--- config.mk ---
export PLATFORM = sky130hd
export DESIGN_NAME = range_lookup_cache
export DESIGN_NICKNAME = d
export VERILOG_FILES = /design/src/rtl/rlc_pkg.sv /design/src/rtl/rlc_range_match.sv /design/src/rtl/rlc_first_hit.sv /design/src/rtl/rlc_slot_queue.sv /design/src/rtl/range_lookup_cache.sv
export SDC_FILE = /design/constraint.sdc
export NUM_CORES = 1
export LEC_CHECK = 0
export BUFFER_PORTS_ARGS = -buffer_cell sky130_fd_sc_hd__buf_4
export CAP_MARGIN = 20
export CORE_ASPECT_RATIO = 0.75
export CORE_MARGIN = 2
export CORE_UTILIZATION = 30
export DETAILED_ROUTE_END_ITERATION = 16
export PLACE_DENSITY = 0.45
export SLEW_MARGIN = 20
export SYNTH_ARGS = -nofsm -noshare
export SYNTH_HDL_FRONTEND = slang
export SYNTH_HIERARCHICAL = 1
export SYNTH_SLANG_ARGS = --single-unit
--- constraint.sdc ---
create_clock -name clk -period 6.7 [get_ports clk]
set_input_delay 0.335 -clock clk [delete_from_list [all_inputs] [get_ports clk]]
set_output_delay 0.335 -clock clk [all_outputs]
set_load 0.02 [all_outputs]
--- src/rtl/rlc_pkg.sv ---
package rlc_pkg;

  // Operation applied to the slot store on the next rising edge.
  typedef enum logic [1:0] {
    RLC_IDLE   = 2'd0,
    RLC_INSERT = 2'd1,
    RLC_CLEAR  = 2'd2
  } rlc_op_e;

  localparam int RLC_DEF_SLOTS  = 3;
  localparam int RLC_DEF_ADDR_W = 32;
  localparam int RLC_DEF_ID_W   = 4;

endpackage

--- src/rtl/rlc_range_match.sv ---
module rlc_range_match #(
  parameter int ADDR_W = 32
) (
  input  logic              slot_valid,
  input  logic [ADDR_W-1:0] slot_lo,
  input  logic [ADDR_W-1:0] slot_hi,
  input  logic [ADDR_W-1:0] addr,
  output logic              hit
);

  logic above_lo;
  logic below_hi;

  // Both operands are unsigned vectors, so the compares are unsigned.
  always_comb begin
    above_lo = (addr >= slot_lo);
    below_hi = (addr <  slot_hi);
    hit      = slot_valid && above_lo && below_hi;
  end

endmodule

--- src/rtl/rlc_first_hit.sv ---
module rlc_first_hit #(
  parameter int SLOTS = 3,
  parameter int ID_W  = 4
) (
  input  logic [SLOTS-1:0]           match_vec,
  input  logic [SLOTS-1:0][ID_W-1:0] slot_id,
  output logic                       any_hit,
  output logic [ID_W-1:0]            win_id
);

  // Walk from the oldest slot toward slot 0 so the lowest index wins.
  always_comb begin
    any_hit = 1'b0;
    win_id  = '1;
    for (int k = SLOTS - 1; k >= 0; k--) begin
      if (match_vec[k]) begin
        any_hit = 1'b1;
        win_id  = slot_id[k];
      end
    end
  end

endmodule

--- src/rtl/rlc_slot_queue.sv ---
module rlc_slot_queue
  import rlc_pkg::*;
#(
  parameter int SLOTS  = 3,
  parameter int ADDR_W = 32,
  parameter int ID_W   = 4
) (
  input  logic                         clk,
  input  logic                         rst_n,
  input  rlc_op_e                      op,
  input  logic [ID_W-1:0]              new_id,
  input  logic [ADDR_W-1:0]            new_lo,
  input  logic [ADDR_W-1:0]            new_hi,
  output logic [SLOTS-1:0]             valid_q,
  output logic [SLOTS-1:0][ID_W-1:0]   id_q,
  output logic [SLOTS-1:0][ADDR_W-1:0] lo_q,
  output logic [SLOTS-1:0][ADDR_W-1:0] hi_q
);

  // Slot 0 is loaded from the update fields, every other slot from its
  // younger neighbour; the oldest slot's old contents fall off the end.
  for (genvar s = 0; s < SLOTS; s++) begin : g_slot
    logic              src_valid;
    logic [ID_W-1:0]   src_id;
    logic [ADDR_W-1:0] src_lo;
    logic [ADDR_W-1:0] src_hi;

    if (s == 0) begin : g_head
      assign src_valid = 1'b1;
      assign src_id    = new_id;
      assign src_lo    = new_lo;
      assign src_hi    = new_hi;
    end else begin : g_tail
      assign src_valid = valid_q[s-1];
      assign src_id    = id_q[s-1];
      assign src_lo    = lo_q[s-1];
      assign src_hi    = hi_q[s-1];
    end

    always_ff @(posedge clk or negedge rst_n) begin
      if (!rst_n) begin
        valid_q[s] <= 1'b0;
      end else if (op == RLC_CLEAR) begin
        valid_q[s] <= 1'b0;
      end else if (op == RLC_INSERT) begin
        valid_q[s] <= src_valid;
      end
    end

    always_ff @(posedge clk or negedge rst_n) begin
      if (!rst_n) begin
        id_q[s] <= '0;
        lo_q[s] <= '0;
        hi_q[s] <= '0;
      end else if (op == RLC_INSERT) begin
        id_q[s] <= src_id;
        lo_q[s] <= src_lo;
        hi_q[s] <= src_hi;
      end
    end

    if (s > 0) begin : g_shift_chk
      assert_shift_carries_R5: assert property (@(posedge clk) disable iff (!rst_n)
        (op == RLC_INSERT) |=> (valid_q[s] == $past(valid_q[s-1]))
                               && (lo_q[s] == $past(lo_q[s-1]))
                               && (id_q[s] == $past(id_q[s-1])));
    end
  end

  assert_insert_head_R5: assert property (@(posedge clk) disable iff (!rst_n)
    (op == RLC_INSERT) |=> valid_q[0] && (id_q[0] == $past(new_id))
                           && (lo_q[0] == $past(new_lo)) && (hi_q[0] == $past(new_hi)));

  assert_clear_empties_R6: assert property (@(posedge clk) disable iff (!rst_n)
    (op == RLC_CLEAR) |=> (valid_q == '0));

  assert_idle_holds_R1: assert property (@(posedge clk) disable iff (!rst_n)
    (op == RLC_IDLE) |=> $stable(valid_q) && $stable(lo_q) && $stable(hi_q) && $stable(id_q));

endmodule

--- src/rtl/range_lookup_cache.sv ---
module range_lookup_cache
  import rlc_pkg::*;
#(
  parameter int ADDR_W = RLC_DEF_ADDR_W,
  parameter int ID_W   = RLC_DEF_ID_W
) (
  input  logic              clk,
  input  logic              rst_n,
  input  logic              clr,
  input  logic              upd_valid,
  output logic              upd_ready,
  input  logic [ID_W-1:0]   upd_id,
  input  logic [ADDR_W-1:0] upd_lo,
  input  logic [ADDR_W-1:0] upd_hi,
  input  logic [ADDR_W-1:0] lkp_addr,
  output logic              lkp_hit,
  output logic [ID_W-1:0]   lkp_id
);

  localparam int SLOTS = RLC_DEF_SLOTS;

  rlc_op_e                      op;
  logic [SLOTS-1:0]             slot_valid;
  logic [SLOTS-1:0][ID_W-1:0]   slot_id;
  logic [SLOTS-1:0][ADDR_W-1:0] slot_lo;
  logic [SLOTS-1:0][ADDR_W-1:0] slot_hi;
  logic [SLOTS-1:0]             match_vec;

  // Clear wins; an update is only taken when no clear is pending.
  assign upd_ready = !clr;

  always_comb begin
    if (clr)                         op = RLC_CLEAR;
    else if (upd_valid && upd_ready) op = RLC_INSERT;
    else                             op = RLC_IDLE;
  end

  rlc_slot_queue #(
    .SLOTS (SLOTS),
    .ADDR_W(ADDR_W),
    .ID_W  (ID_W)
  ) u_store (
    .clk    (clk),
    .rst_n  (rst_n),
    .op     (op),
    .new_id (upd_id),
    .new_lo (upd_lo),
    .new_hi (upd_hi),
    .valid_q(slot_valid),
    .id_q   (slot_id),
    .lo_q   (slot_lo),
    .hi_q   (slot_hi)
  );

  for (genvar s = 0; s < SLOTS; s++) begin : g_cmp
    rlc_range_match #(
      .ADDR_W(ADDR_W)
    ) u_match (
      .slot_valid(slot_valid[s]),
      .slot_lo   (slot_lo[s]),
      .slot_hi   (slot_hi[s]),
      .addr      (lkp_addr),
      .hit       (match_vec[s])
    );
  end

  rlc_first_hit #(
    .SLOTS(SLOTS),
    .ID_W (ID_W)
  ) u_pick (
    .match_vec(match_vec),
    .slot_id  (slot_id),
    .any_hit  (lkp_hit),
    .win_id   (lkp_id)
  );

  assert_miss_code_R4: assert property (@(posedge clk) disable iff (!rst_n)
    (match_vec == '0) |-> !lkp_hit && (lkp_id == '1));

  assert_slot0_wins_R3: assert property (@(posedge clk) disable iff (!rst_n)
    match_vec[0] |-> lkp_hit && (lkp_id == slot_id[0]));

  assert_clear_blocks_update_R7: assert property (@(posedge clk) disable iff (!rst_n)
    clr |-> !upd_ready);

  assert_hit_needs_window_R2: assert property (@(posedge clk) disable iff (!rst_n)
    lkp_hit |-> (slot_valid != '0));

endmodule

# [Word level (Yosys, flattened, before mapping)]
# Index checks and enable logic that the tools add are counted.
[word_totals] ff_bits=207 in_bits=104 out_inout_bits=6 word_cells=43
[classes] order_cmp=6 eq_ne=2 mux=14 n_reduce_logical=9
[ops] cell="greater-or-equal comparator 32 bit" count=3
[ops] cell="< comparator 32 bit" count=3
[ops] cell="2-to-1 mux 4 bit" count=3
[ops] cell="2-to-1 mux 1 bit" count=10
[ops] cell="logical AND 1 bit" count=7
[ops] cell="== test 2 x 1 -> 1 bit (second input constant)" count=1
[ops] cell="== test 2 bit (second input constant)" count=1
[ops] cell="2-to-1 mux 2 bit" count=1
[ops] cell="nonzero test 2 bit" count=1
[ops] cell="zero test 1 bit" count=1

# [Longest topological paths before layout]
# Gate-level depths: netlist (run 1).
[depth] word_depth=7 mapped_depth=11 mapped_depth_nobuf=10

# [Cells and area by module]
# Netlist (run 1), hierarchy kept.
[modules_own_cells] mod="rlc_slot_queue" instances=1 cells_per_inst=449 area_each_um2=8410.6 seq_area_each_um2=5180.0
[modules_own_cells] mod="rlc_range_match at g_cmp[0].u_match ..." instances=2 cells_per_inst=221 area_each_um2=1565.3 seq_area_each_um2=0.0
[modules_own_cells] mod="rlc_range_match at g_cmp[1].u_match" instances=1 cells_per_inst=221 area_each_um2=1576.5 seq_area_each_um2=0.0
[modules_own_cells] mod="rlc_first_hit" instances=1 cells_per_inst=18 area_each_um2=113.9 seq_area_each_um2=0.0
[modules_own_cells] mod="range_lookup_cache" instances=1 cells_per_inst=2 area_each_um2=10.0 seq_area_each_um2=0.0

# [Worst setup path after synthesis (run 1)]
# No wires, ideal clock.
[synth_path] kind="register to output" start="register u_store.hi_q (netlist bit u_store/g_slot[2].src_hi[9])" end="output port lkp_id[0]" arrival_ns=2.611 required_time_ns=6.365 slack_ns=3.754 stages_incl_launch_ff=11 path_buffers=0 cell_sequence="dfrtp_1 -> inv_1 -> ha_1 -> a21o_1 -> nand3_1 -> a21oi_1 -> a2111oi_0 -> a211oi_1 -> a2111oi_2 -> nor3b_1 -> o31ai_1"
[synth_between] elab_chain_len=4
[synth_rtl] element="start: declaration" line="rlc_slot_queue.sv:17" source="output logic [SLOTS-1:0][ADDR_W-1:0] hi_q"
[synth_rtl] element="start signal: indexed assignment" line="rlc_slot_queue.sv:58" source="hi_q[s] <= src_hi;"
[synth_rtl] element="< comparator 32 bit" line="rlc_range_match.sv:17" source="below_hi = (addr < slot_hi);"
[synth_rtl] element="logical AND 1 bit" line="rlc_range_match.sv:18" source="hit = slot_valid && above_lo && below_hi;"
[synth_rtl] element="via match_vec[1]" line="range_lookup_cache.sv:27" source="logic [SLOTS-1:0] match_vec;"
[synth_rtl] element="2-to-1 mux 4 bit (2 in series)" line="rlc_first_hit.sv:16" source="if (match_vec[k]) begin"
[synth_rtl] element="end: declaration" line="range_lookup_cache.sv:17" source="output logic [ID_W-1:0] lkp_id"
# The timed path passes the listed nets, and every way through them passes these cells.

# [Worst setup path after layout (run 1)]
# Ends and elaborated chain as after synthesis.

==> results.toml, run 1 <==
[run_status]
result_of_the_run = "finished, final reports clean"

[routing]
detail_route.wirelength_microns = 30200
drt_pre_antenna_iters = 4
detailedRoute.firstIterationViolations = 355
antenna_violating_nets_post_route = 0
route.detailed.vias_per_inst = 4.51
drc = 0
average_wire_length_per_cell_after_detail_routing_microns = 16.3
detailroute.via_count = 8331

[place]
io_buffer_count = 109
dp_cells = 1797
place.gp.congestion = 0.760
place_worst_setup_slack_ps = 2600
dp_hpwl_microns = 21800

[die]
std_cell_rows = 66
design.core.area_sq_um = 43400
die_h_microns = 186
design.die.area_sq_um = 45900
die_w_microns = 247
ios = 110
floorplan.initialDensity = 0.305

[final_layout]
syn2layout_area_growth_pct = 17.0
n_antenna_cell = 0
filler_cell_count = 4363
fin_cells = 1849
num-nets-final = 1552
drive_gt1_frac = 0.287
final_util = 0.357

[worst_setup_path]
setup.worst_path.end_class = "output pin"
worstPathCellList = "inv_1, ha_1, a21o_1, nand3_1, a21oi_1, a2111oi_1, a211oi_1, a2111oi_2, nor3b_1, o31ai_1, buf_4"
cp.depth = 11
worstReg2RegStart = "u_store/g_slot[1].src_hi[21]$_DFFE_PN0N_"
critical_path_required_ps = 6360
cpLargestDelayFamily = "compound AO/OA/AOI/OAI gates"
critical_setup_path_kind = "flip-flop to output pin"
worst_path_cell_with_the_longest_stage_delay = "sky130_fd_sc_hd__a2111oi_2"
crit_end = "lkp_id[0]"
crit-reg2reg-capture = "u_store/g_slot[1].src_hi[21]$_DFFE_PN0N_"
crit_path_start = "u_store/g_slot[2].src_hi[9]$_DFFE_PN0N_"
critPathMaxFanout = 9
startpoint_type = "flip-flop"
critPathArrivalTime_ps = 4120
rrSetupSlack_ps = 5840
largest_stage_delay_on_the_critical_path_ps = 940
timing.critical_path.buf_inv = 2
reg2reg_depth = 1

[global_route]
globalRoute.totalOverflow = 0
grtUsageMet3 = 0.0248
largest_net_degree_at_the_start_of_global_routing = 117
grtUsageMet2 = 0.196
first_global_vias = 8672
groute.usage.overall = 0.137
global_route_wire_length_before_repair_microns = 49500
grt.met1_usage = 0.210
number_of_antenna_violations_at_the_first_check_in_global_routing = 0
gr-max-usage-layer = "met1"

[timing]
portion_of_the_clock_cycle_consumed_by_the_worst_path_in_the_final_layout = 0.664
final_hold_viol_count = 0
timing.final.max_slew_violations = 0
timing.fmax_mhz = 225
fin_setup_tns_ps = 0
slew-limit-headroom = 0.243
final_critical_path_setup_slack_ps = 2250
report.final.setup_viol = 0
fin_crit_ps = 4450
rsz_0062_raised_after_global_routing = "no"
skew_ps = 13.8
timing_worst_slew_pin_value_ps = 1130

[logic_synthesis]
synth_cells = 1132
yosys_register_bits = 207
yosys-top-cells-area = "sky130_fd_sc_hd__dfrtp_1, sky130_fd_sc_hd__ha_1, sky130_fd_sc_hd__mux2_4"
ys.warnings.count = 6
synth_top_area_frac = 0.391
mappedNetlistArea_sq_um = 13200
sequential_share_of_the_synthesized_area = 0.391
postSynthNetCount = 1428
yosysUniqueCellTypes = 36
syn_area_per_cell_sq_um = 11.7
post-synth-top-area-cell = "sky130_fd_sc_hd__dfrtp_1"

[clocking]
htree_levels = 1
root_driver = "sky130_fd_sc_hd__clkbuf_16"
post_cts_resize_count = 0
cts_num_sinks = 207
cts-buffers-inserted = 25
tritoncts = "built"
clk_transition_reported_paths_ps = 60
clock_insertion_delay_worst_skew_ps = 530
max-clock-path-buffers = 3

[power_and_ir_drop]
power_density_nw_per_um2 = 319
vdd_drop_max_uv = 178
power.static_leakage_nw = 7.72

[job]
maxCapViolations = 0

[worst_hold_path]
worst_hold_path_type = "primary input to flip-flop"
cells in the mapped netlist:
cell / count
sky130_fd_sc_hd__dfrtp_1: 207
sky130_fd_sc_hd__inv_1: 195
sky130_fd_sc_hd__ha_1: 192
sky130_fd_sc_hd__mux2_4: 160
sky130_fd_sc_hd__a21oi_1: 57
sky130_fd_sc_hd__nand2_1: 55
sky130_fd_sc_hd__mux2_2: 44
sky130_fd_sc_hd__nor2_1: 30
sky130_fd_sc_hd__o21ai_0: 24
sky130_fd_sc_hd__nand4_1: 21
sky130_fd_sc_hd__buf_6: 19
sky130_fd_sc_hd__a211oi_1: 15
sky130_fd_sc_hd__nand3_1: 15
sky130_fd_sc_hd__nor2b_1: 14
sky130_fd_sc_hd__a21o_1: 9
sky130_fd_sc_hd__and4_1: 9
sky130_fd_sc_hd__a221oi_1: 6
sky130_fd_sc_hd__nor3_1: 6
sky130_fd_sc_hd__o31ai_1: 6
sky130_fd_sc_hd__a2111oi_0: 4
sky130_fd_sc_hd__buf_2: 4
sky130_fd_sc_hd__nor3b_1: 4
sky130_fd_sc_hd__or3_1: 4
sky130_fd_sc_hd__a2111oi_2: 3
sky130_fd_sc_hd__a221o_1: 3
sky130_fd_sc_hd__a31o_2: 3
sky130_fd_sc_hd__and2_1: 3
sky130_fd_sc_hd__buf_4: 3
sky130_fd_sc_hd__nand4b_1: 3
sky130_fd_sc_hd__o211a_1: 3
sky130_fd_sc_hd__o211ai_1: 3
sky130_fd_sc_hd__a2111oi_1: 2
sky130_fd_sc_hd__nand2b_1: 2
sky130_fd_sc_hd__o41ai_1: 2
sky130_fd_sc_hd__o31ai_2: 1
sky130_fd_sc_hd__o41ai_2: 1
how the worst min path moves through the flow:
| stage | from | to | slack [ps] | depth (start not counted) |
|---|---|---|---|---|
| finish | upd_id[1] | u_store/g_slot[1].src_id[1]$_DFFE_PN0N_ | 30 | 2 |
| global route | upd_lo[3] | u_store/g_slot[1].src_lo[3]$_DFFE_PN0N_ | 3 | 2 |
| CTS | upd_lo[24] | u_store/g_slot[1].src_lo[24]$_DFFE_PN0N_ | 0.01 | 2 |
| detailed placement | u_store/lo_q[86]$_DFFE_PN0N_ | u_store/lo_q[86]$_DFFE_PN0N_ | 490 | 1 |
| global placement | u_store/lo_q[81]$_DFFE_PN0N_ | u_store/lo_q[81]$_DFFE_PN0N_ | 490 | 1 |
| floorplan | rst_n | u_store/g_slot[1].src_hi[0]$_DFFE_PN0N_ | 40 | 0 |
state kept, by name, indices dropped and copies added, names as in the netlist:
register                  count
u_store/g_slot.src_hi        64
u_store/g_slot.src_lo        64
u_store/hi_q                 32
u_store/lo_q                 32
u_store/g_slot.src_id         8
u_store/id_q                  4
u_store/g_slot.src_valid      2
u_store/valid_q               1
area by class of cell:
class / instances / area, sq um / share of cell area
flip-flops and latches: 207 / 5180 / 0.334
inverters: 195 / 732 / 0.0472
repair buffers: 123 / 968 / 0.0625
multi-input cells: 704 / 7100 / 0.458
well taps: 578 / 723 / 0.0467
clock inverters: 4 / 20.0 / 0.00129
clock buffers: 38 / 774 / 0.0500
cells by family (layout without fill, tap and decap cells):
| logic type | count (synthesis) | count (layout) | share of synthesized area |
|---|---|---|---|
| AND/OR/NAND/NOR | 166 | 166 | 0.0630 |
| buffers and inverters | 221 | 360 | 0.0746 |
| adder cells (fa/ha/maj) | 192 | 192 | 0.181 |
| multiplexers | 204 | 204 | 0.219 |
| flip-flops | 207 | 207 | 0.391 |
| AO/OA/AOI/OAI | 142 | 142 | 0.0709 |
cells in the final DEF (no fill, tap or decap), types with 21 or more instances in the layout:
cell,synthesis,layout
sky130_fd_sc_hd__ha_1,192,191
sky130_fd_sc_hd__o21ai_0,24,24
sky130_fd_sc_hd__dfrtp_1,207,207
sky130_fd_sc_hd__buf_4,3,111
sky130_fd_sc_hd__mux2_2,44,44
sky130_fd_sc_hd__nor2_1,30,30
sky130_fd_sc_hd__nand2_1,55,55
sky130_fd_sc_hd__a21oi_1,57,57
sky130_fd_sc_hd__nand4_1,21,21
sky130_fd_sc_hd__clkbuf_16,0,25
sky130_fd_sc_hd__inv_1,195,195
sky130_fd_sc_hd__mux2_4,160,160
per-stage QoR:
stage	power, mW	hold WS, ps	instance area [sq um]
2_1_floorplan	3.15	39.4	13200
3_3_place_gp	3.61	494	14600
3_5_place_dp	3.64	493	14600
4_1_cts	5.04	0.0136	15500
5_1_grt	5.39	2.68	15500
6_report	4.95	31.9	15500
metal layers:
layer | share of wire | wire length, microns
met4 | 0.022 | 659
met5 | 0 | 0
met2 | 0.40 | 12100
met3 | 0.041 | 1250
met1 | 0.54 | 16200
report_power, final:
part,switching (mW),internal (mW)
clock,0.547,0.787
sequential,0.289,1.64
combinational,0.748,0.937
total,1.58,3.37
repair_timing:
| item | in CTS | in global routing |
|---|---|---|
| hold endpoints to repair | 116 | 0 |
| buffers inserted | 0 | 0 |
| hold buffers | 10 | 0 |
Note: power is estimated with default switching activity, not from simulation.
==> inputs of run 2 (changes only) <==
Settings changed: ABC_AREA set to 1.
Clock period 6.7 ns to 4.5 ns, I/O delays scaled along.
==> run 2 against run 1 <==
Effect of this change:
- clock skew fell by 5.3 ps
- core utilization rose by 1.4 points
- worst setup slack got worse by 1200 ps
- register-to-register slack got worse by 2100 ps
- total power rose by 24%
- clock-buffer cell count fell by 2
- critical path depth rose by 4
- wire length rose by 5.3%
- critical path type unchanged
- highest routed layer unchanged
==> results.toml, run 2 <==
[die]
design.core.area_sq_um = 43400
floorplan.initialDensity = 0.304
design.die.area_sq_um = 45700
die_h_microns = 186
ios = 110
die_w_microns = 246
std_cell_rows = 66

[worst_setup_path]
startpoint_type = "flip-flop"
worstReg2RegStart = "u_store/g_slot[2].src_hi[26]$_DFFE_PN0N_"
crit_end = "lkp_id[1]"
crit_path_start = "u_store/g_slot[1].src_lo[3]$_DFFE_PN0N_"
crit-reg2reg-capture = "u_store/hi_q[90]$_DFFE_PN0N_"
critical_path_required_ps = 4280
setup.worst_path.end_class = "output pin"
critPathArrivalTime_ps = 3210
critical_setup_path_kind = "flip-flop to output pin"
rrSetupSlack_ps = 3760
critPathMaxFanout = 9
reg2reg_depth = 2

[logic_synthesis]
synth-compound-area-share = 0.129
synthFlopType = "sky130_fd_sc_hd__dfrtp_1"
synth_simple_gate_area_frac = 0.151
post-synth-top-area-cell = "sky130_fd_sc_hd__dfrtp_1"
post_synth_most_frequent_cells = "sky130_fd_sc_hd__inv_1, sky130_fd_sc_hd__nand2_1, sky130_fd_sc_hd__dfrtp_1"
mappedNetlistArea_sq_um = 13200
sequential_share_of_the_synthesized_area = 0.393
yosys_register_bits = 207
synthMuxAreaShare = 0
syn_area_per_cell_sq_um = 7.68
yosysUniqueCellTypes = 27
yosys-top-cells-area = "sky130_fd_sc_hd__dfrtp_1, sky130_fd_sc_hd__ha_1, sky130_fd_sc_hd__inv_1"
synth_cells = 1717
synth_top_family_by_area = "adder cells"
async_reset_ff_frac = 1.00
synth_most_common_cell = "sky130_fd_sc_hd__inv_1"
postSynthNetCount = 2013
adder_cell_share_of_the_synthesized_area = 0.182
post_synth_xor_area_fraction = 0
number_of_synthesized_flops_with_an_enable_pin = 0
ys.warnings.count = 6
synth_top_area_frac = 0.393

[clocking]
tritoncts = "built"
root_driver = "sky130_fd_sc_hd__clkbuf_16"
max-clock-path-buffers = 3
cts_num_sinks = 207
htree_levels = 1
clk_transition_reported_paths_ps = 60
post_cts_buffers = 0
clock_insertion_delay_worst_skew_ps = 540
cts-buffers-inserted = 25

[global_route]
groute.usage.overall = 0.143
first_global_vias = 10400
globalRoute.totalOverflow = 0
largest_net_degree_at_the_start_of_global_routing = 141
number_of_antenna_violations_at_the_first_check_in_global_routing = 0
global_route_wire_length_before_repair_microns = 52700

[routing]
dr_wl_met2_microns = 12900
wl_met3_microns = 1160
routed.top_layer = "met4"
average_wire_length_per_cell_after_detail_routing_microns = 12.9
drt_pre_antenna_iters = 6
sum_of_routed_wire_segments_on_met1_microns = 16900
route.detailed.vias_per_inst = 4.26
antenna_violating_nets_post_route = 0
detail_route.wirelength_microns = 31800
detailroute.via_count = 10500
detailedRoute.firstIterationViolations = 433
drc = 0

[timing]
portion_of_the_clock_cycle_consumed_by_the_worst_path_in_the_final_layout = 0.764
final_hold_viol_count = 0
report.final.setup_viol = 0
fin_setup_tns_ps = 0
final.hold.worst_slack_ps = 47.3
skew_ps = 8.46
rsz_0062_raised_after_global_routing = "no"
fin_crit_ps = 3440
timing.final.max_slew_violations = 0
timing_worst_slew_pin_value_ps = 854
slew-limit-headroom = 0.429
timing.fmax_mhz = 291

[place]
dp_hpwl_microns = 23000
place.gp.congestion = 0.796
io_buffer_count = 109

[final_layout]
syn2layout_area_growth_pct = 22.0
mostFrequentLayoutCell = "sky130_fd_sc_hd__inv_1"
drive_gt1_frac = 0.0935
filler_cell_count = 4579
mostFrequentLayoutCells = "sky130_fd_sc_hd__inv_1, sky130_fd_sc_hd__nand2_1, sky130_fd_sc_hd__dfrtp_1"
num-nets-final = 2175
n_antenna_cell = 0

[power_and_ir_drop]
power_density_nw_per_um2 = 380
total_power_mw = 6.12
vdd_drop_max_uv = 310
power.static_leakage_nw = 8.50

[worst_hold_path]
worst_hold_path_type = "primary input to flip-flop"

[run_status]
result_of_the_run = "finished, final reports clean"

[job]
maxCapViolations = 0
-- run 2: changes by cell type after synthesis, moves of 15 or more --
cell                       previous run  this run
sky130_fd_sc_hd__clkbuf_1             0        19
sky130_fd_sc_hd__nor2_1              30        46
sky130_fd_sc_hd__mux2_2              44         0
sky130_fd_sc_hd__buf_6               19         0
sky130_fd_sc_hd__o21ai_0             24       184
sky130_fd_sc_hd__mux2_4             160         0
sky130_fd_sc_hd__nand2_1             55       402
sky130_fd_sc_hd__inv_1              195       428
sky130_fd_sc_hd__a211oi_1            15         0
sky130_fd_sc_hd__a21oi_1             57        88
sky130_fd_sc_hd__o21ai_1              0        42
-- run 2: area by class of cell --
cell class	instances	area [sq um]	area share
multi-input cells	1021	6110	0.380
flip-flops and latches	207	5180	0.322
inverters	441	1660	0.103
repair buffers	183	1600	0.0997
well taps	578	723	0.0450
clock buffers	36	687	0.0427
clock inverters	6	130	0.00809
-- run 2: cell families (layout without fill, tap and decap cells) --
| logic type | count (synthesis) | count (layout) |
|---|---|---|
| simple gates | 497 | 497 |
| buf+inv | 489 | 666 |
| fa+ha+maj | 192 | 192 |
| flops | 207 | 207 |
| compound gates | 332 | 332 |
-- run 2: worst min-delay path by stage --
stage | from | endpoint | slack, ps | cells past startpoint
global route | clr | u_store/g_slot[1].src_valid$_DFFE_PN0P_ | 50 | 3
detailed placement | rst_n | u_store/g_slot[2].src_hi[10]$_DFFE_PN0N_ | 270 | 1
global placement | rst_n | u_store/g_slot[2].src_hi[10]$_DFFE_PN0N_ | 270 | 1
CTS | clr | u_store/g_slot[1].src_valid$_DFFE_PN0P_ | 20 | 3
floorplan | rst_n | u_store/g_slot[1].src_hi[0]$_DFFE_PN0N_ | -70 | 0
finish | clr | u_store/g_slot[1].src_valid$_DFFE_PN0P_ | 50 | 3
-- run 2: stage by stage --
| stage | utilization | area (sq um) | worst slack [ps] | cells |
|---|---|---|---|---|
| final | 0.371 | 16100 | 1060 | 2472 |
| after floorplan | - | 13200 | 2500 | 1717 |
| after global placement | 0.336 | 14600 | 1590 | 2361 |
| after detailed placement | 0.336 | 14600 | 1560 | 2361 |
| after CTS | 0.371 | 16100 | 982 | 2472 |
| after global routing | 0.371 | 16100 | 751 | 2472 |
-- run 2: report_power, final --
group / internal (mW) / switching [mW] / leakage, nW
Clock: 1.28 / 0.826 / 0.397
Combinational: 0.649 / 0.919 / 5.61
Sequential: 2.20 / 0.244 / 2.49
-- run 2: what timing repair did --
action	4_1_cts	5_1_grt
hold buffers	69	0
hold endpoints to repair	141	0
gates resized for setup	0	0
-- run 2: metal layers --
layer / track usage / vias to the layer above
li1: - / 5631
met1: 0.211 / 4757
met2: 0.218 / 110
met3: 0.0212 / 36
met4: 0.0349 / 0
met5: 0 / -
-- run 2: worst max-delay path, cell delays in order, from the launching register on --
cell and delay (ps):
sky130_fd_sc_hd__dfrtp_1 400, sky130_fd_sc_hd__inv_1 60, sky130_fd_sc_hd__ha_1 300, sky130_fd_sc_hd__nand2_1 70
sky130_fd_sc_hd__nor2_1 130, sky130_fd_sc_hd__and2_1 140, sky130_fd_sc_hd__nor2_1 40, sky130_fd_sc_hd__nand2_1 110
sky130_fd_sc_hd__nand2_1 70, sky130_fd_sc_hd__nand2_1 160, sky130_fd_sc_hd__a21oi_1 130, sky130_fd_sc_hd__nor2_1 680
sky130_fd_sc_hd__a21oi_1 90, sky130_fd_sc_hd__nand2_1 100, sky130_fd_sc_hd__nand2_1 50, sky130_fd_sc_hd__buf_4 150
==> inputs of run 3 (changes only) <==
Settings changed: PLACE_DENSITY 0.45 to 0.46.
Clock period 4.5 ns to 3.15 ns, I/O delays scaled along.
==> run 3 against run 2 <==
Effect of this change:
- core utilization up 0.43 points
- sequential share of layout area down 0.37 points
- die area unchanged
- clock-buffer cell count unchanged
- final cell count up 0.61%
- worst setup slack worse by 860 ps
- cell area up 1.2%
- largest cell class unchanged
==> results.toml, run 3 (same netlist as run 2, synthesis figures left out) <==
[final_layout]
syn2layout_area_growth_pct = 23.4
finish.instance_area_sq_um = 16300
mostFrequentLayoutCell = "sky130_fd_sc_hd__inv_1"
num-nets-final = 2188
final_util = 0.375
mostFrequentLayoutCells = "sky130_fd_sc_hd__inv_1, sky130_fd_sc_hd__nand2_1, sky130_fd_sc_hd__dfrtp_1"
fin_cells = 2487
drive_gt1_frac = 0.107
n_antenna_cell = 0

[timing]
skew_ps = 11.2
final_critical_path_setup_slack_ps = 205
timing.fmax_mhz = 340
slew-limit-headroom = 0.498
fin_crit_ps = 2950
portion_of_the_clock_cycle_consumed_by_the_worst_path_in_the_final_layout = 0.935
timing.final.max_slew_violations = 0
final_hold_viol_count = 0
final.hold.worst_slack_ps = 163
rsz_0062_raised_after_global_routing = "yes"
report.final.setup_viol = 0
timing_worst_slew_pin_value_ps = 753
fin_setup_tns_ps = 0

[worst_setup_path]
crit_path_start = "u_store/g_slot[1].src_hi[31]$_DFFE_PN0N_"
critical_path_required_ps = 2990
crit-reg2reg-capture = "u_store/g_slot[1].src_hi[31]$_DFFE_PN0N_"
worstPathCellList = "inv_1, ha_1, nand2_2, nor2_4, nand4_1, nor4_2, nand2_1, nand2_2, nor2_2, buf_4, a21oi_1, nand2_1, nand2_1, buf_4"
largest_stage_delay_on_the_critical_path_ps = 390
worst_path_cell_with_the_longest_stage_delay = "sky130_fd_sc_hd__dfrtp_1"
timing.critical_path.mode_cell = "sky130_fd_sc_hd__nand2_1"
rrSetupSlack_ps = 2360
worstReg2RegStart = "u_store/g_slot[1].src_hi[31]$_DFFE_PN0N_"
critical_setup_path_kind = "flip-flop to output pin"
critPathMaxFanout = 9
critPathArrivalTime_ps = 2790
reg2reg_depth = 3
cpLargestDelayFamily = "simple AND/OR/NAND/NOR gates"
cp.depth = 14
setup.worst_path.end_class = "output pin"
timing.critical_path.buf_inv = 3
startpoint_type = "flip-flop"

[power_and_ir_drop]
power_density_nw_per_um2 = 534
total_power_mw = 8.69
power.static_leakage_nw = 8.57
vdd_drop_max_uv = 351

[global_route]
global_route_wire_length_before_repair_microns = 52900
groute.usage.overall = 0.144
globalRoute.totalOverflow = 0
largest_net_degree_at_the_start_of_global_routing = 91
first_global_vias = 10200
number_of_antenna_violations_at_the_first_check_in_global_routing = 0

[clocking]
root_driver = "sky130_fd_sc_hd__clkbuf_16"
clk_transition_reported_paths_ps = 60
max-clock-path-buffers = 3
clock_insertion_delay_worst_skew_ps = 540
tritoncts = "built"
cts-buffers-inserted = 25
cts_num_sinks = 207
htree_levels = 1

[place]
post_dp_cell_area_sq_um = 14700
place_worst_setup_slack_ps = 384
place.gp.congestion = 0.806
io_buffer_count = 109
dp_hpwl_microns = 23300
dp_cells = 2371

[worst_hold_path]
worstHoldStart = "upd_valid"
worst_hold_path_type = "primary input to flip-flop"
hold_path_end = "u_store/g_slot[1].src_valid$_DFFE_PN0P_"
whs_path_depth = 6

[run_status]
result_of_the_run = "finished, final reports clean"

[die]
ios = 110
design.core.area_sq_um = 43400
design.die.area_sq_um = 45700
floorplan.initialDensity = 0.304
die_w_microns = 246
std_cell_rows = 66
die_h_microns = 186

[routing]
detailroute.via_count = 10600
drc = 0
average_wire_length_per_cell_after_detail_routing_microns = 12.9
drt_pre_antenna_iters = 4
route.detailed.vias_per_inst = 4.24
detailedRoute.firstIterationViolations = 476
antenna_violating_nets_post_route = 0
detail_route.wirelength_microns = 32000

[job]
maxCapViolations = 0
-- run 3: final cells by class --
cell class	count	area, sq um
clock buffer	36	717
sequential	207	5180
clock inverter	8	95.1
inverter	441	1660
timing repair buffer	196	1730
multi-input combinational	1021	6170
fill	4511	27100
tap	578	723
-- run 3: routing by layer --
layer	wire length (microns)	global-route usage
met1	17000	0.216
met2	13200	0.218
met4	578	0.0288
met5	0	0
met3	1240	0.0228
-- run 3: worst min-delay path: stages --
cell                      delay (ps)
sky130_fd_sc_hd__buf_4           100
sky130_fd_sc_hd__inv_1            50
sky130_fd_sc_hd__nor2_2           50
sky130_fd_sc_hd__inv_1            70
sky130_fd_sc_hd__ha_1            130
sky130_fd_sc_hd__o21ai_0          70
-- run 3: what timing repair did --
action | in CTS | in global routing
setup buffers | 0 | 2
hold buffers | 70 | 0
endpoints found under the hold margin | 154 | 0
resized for setup | 1 | 13
pin swaps | 0 | 6
endpoints found under the setup margin | 5 | 5
-- run 3: power breakdown --
part | switching [mW] | total (mW) | internal, mW
sequential | 0.357 | 3.50 | 3.14
clock | 1.18 | 2.92 | 1.73
combinational | 1.33 | 2.28 | 0.953
total | 2.86 | 8.69 | 5.83
-- run 3: worst max path at each step --
stage | to | slack [ps]
final | lkp_id[0] | 200
after global routing | lkp_id[0] | -20
after CTS | lkp_id[2] | 2
after global placement | lkp_id[2] | 440
after detailed placement | lkp_id[2] | 380
after floorplan | lkp_id[2] | 1210
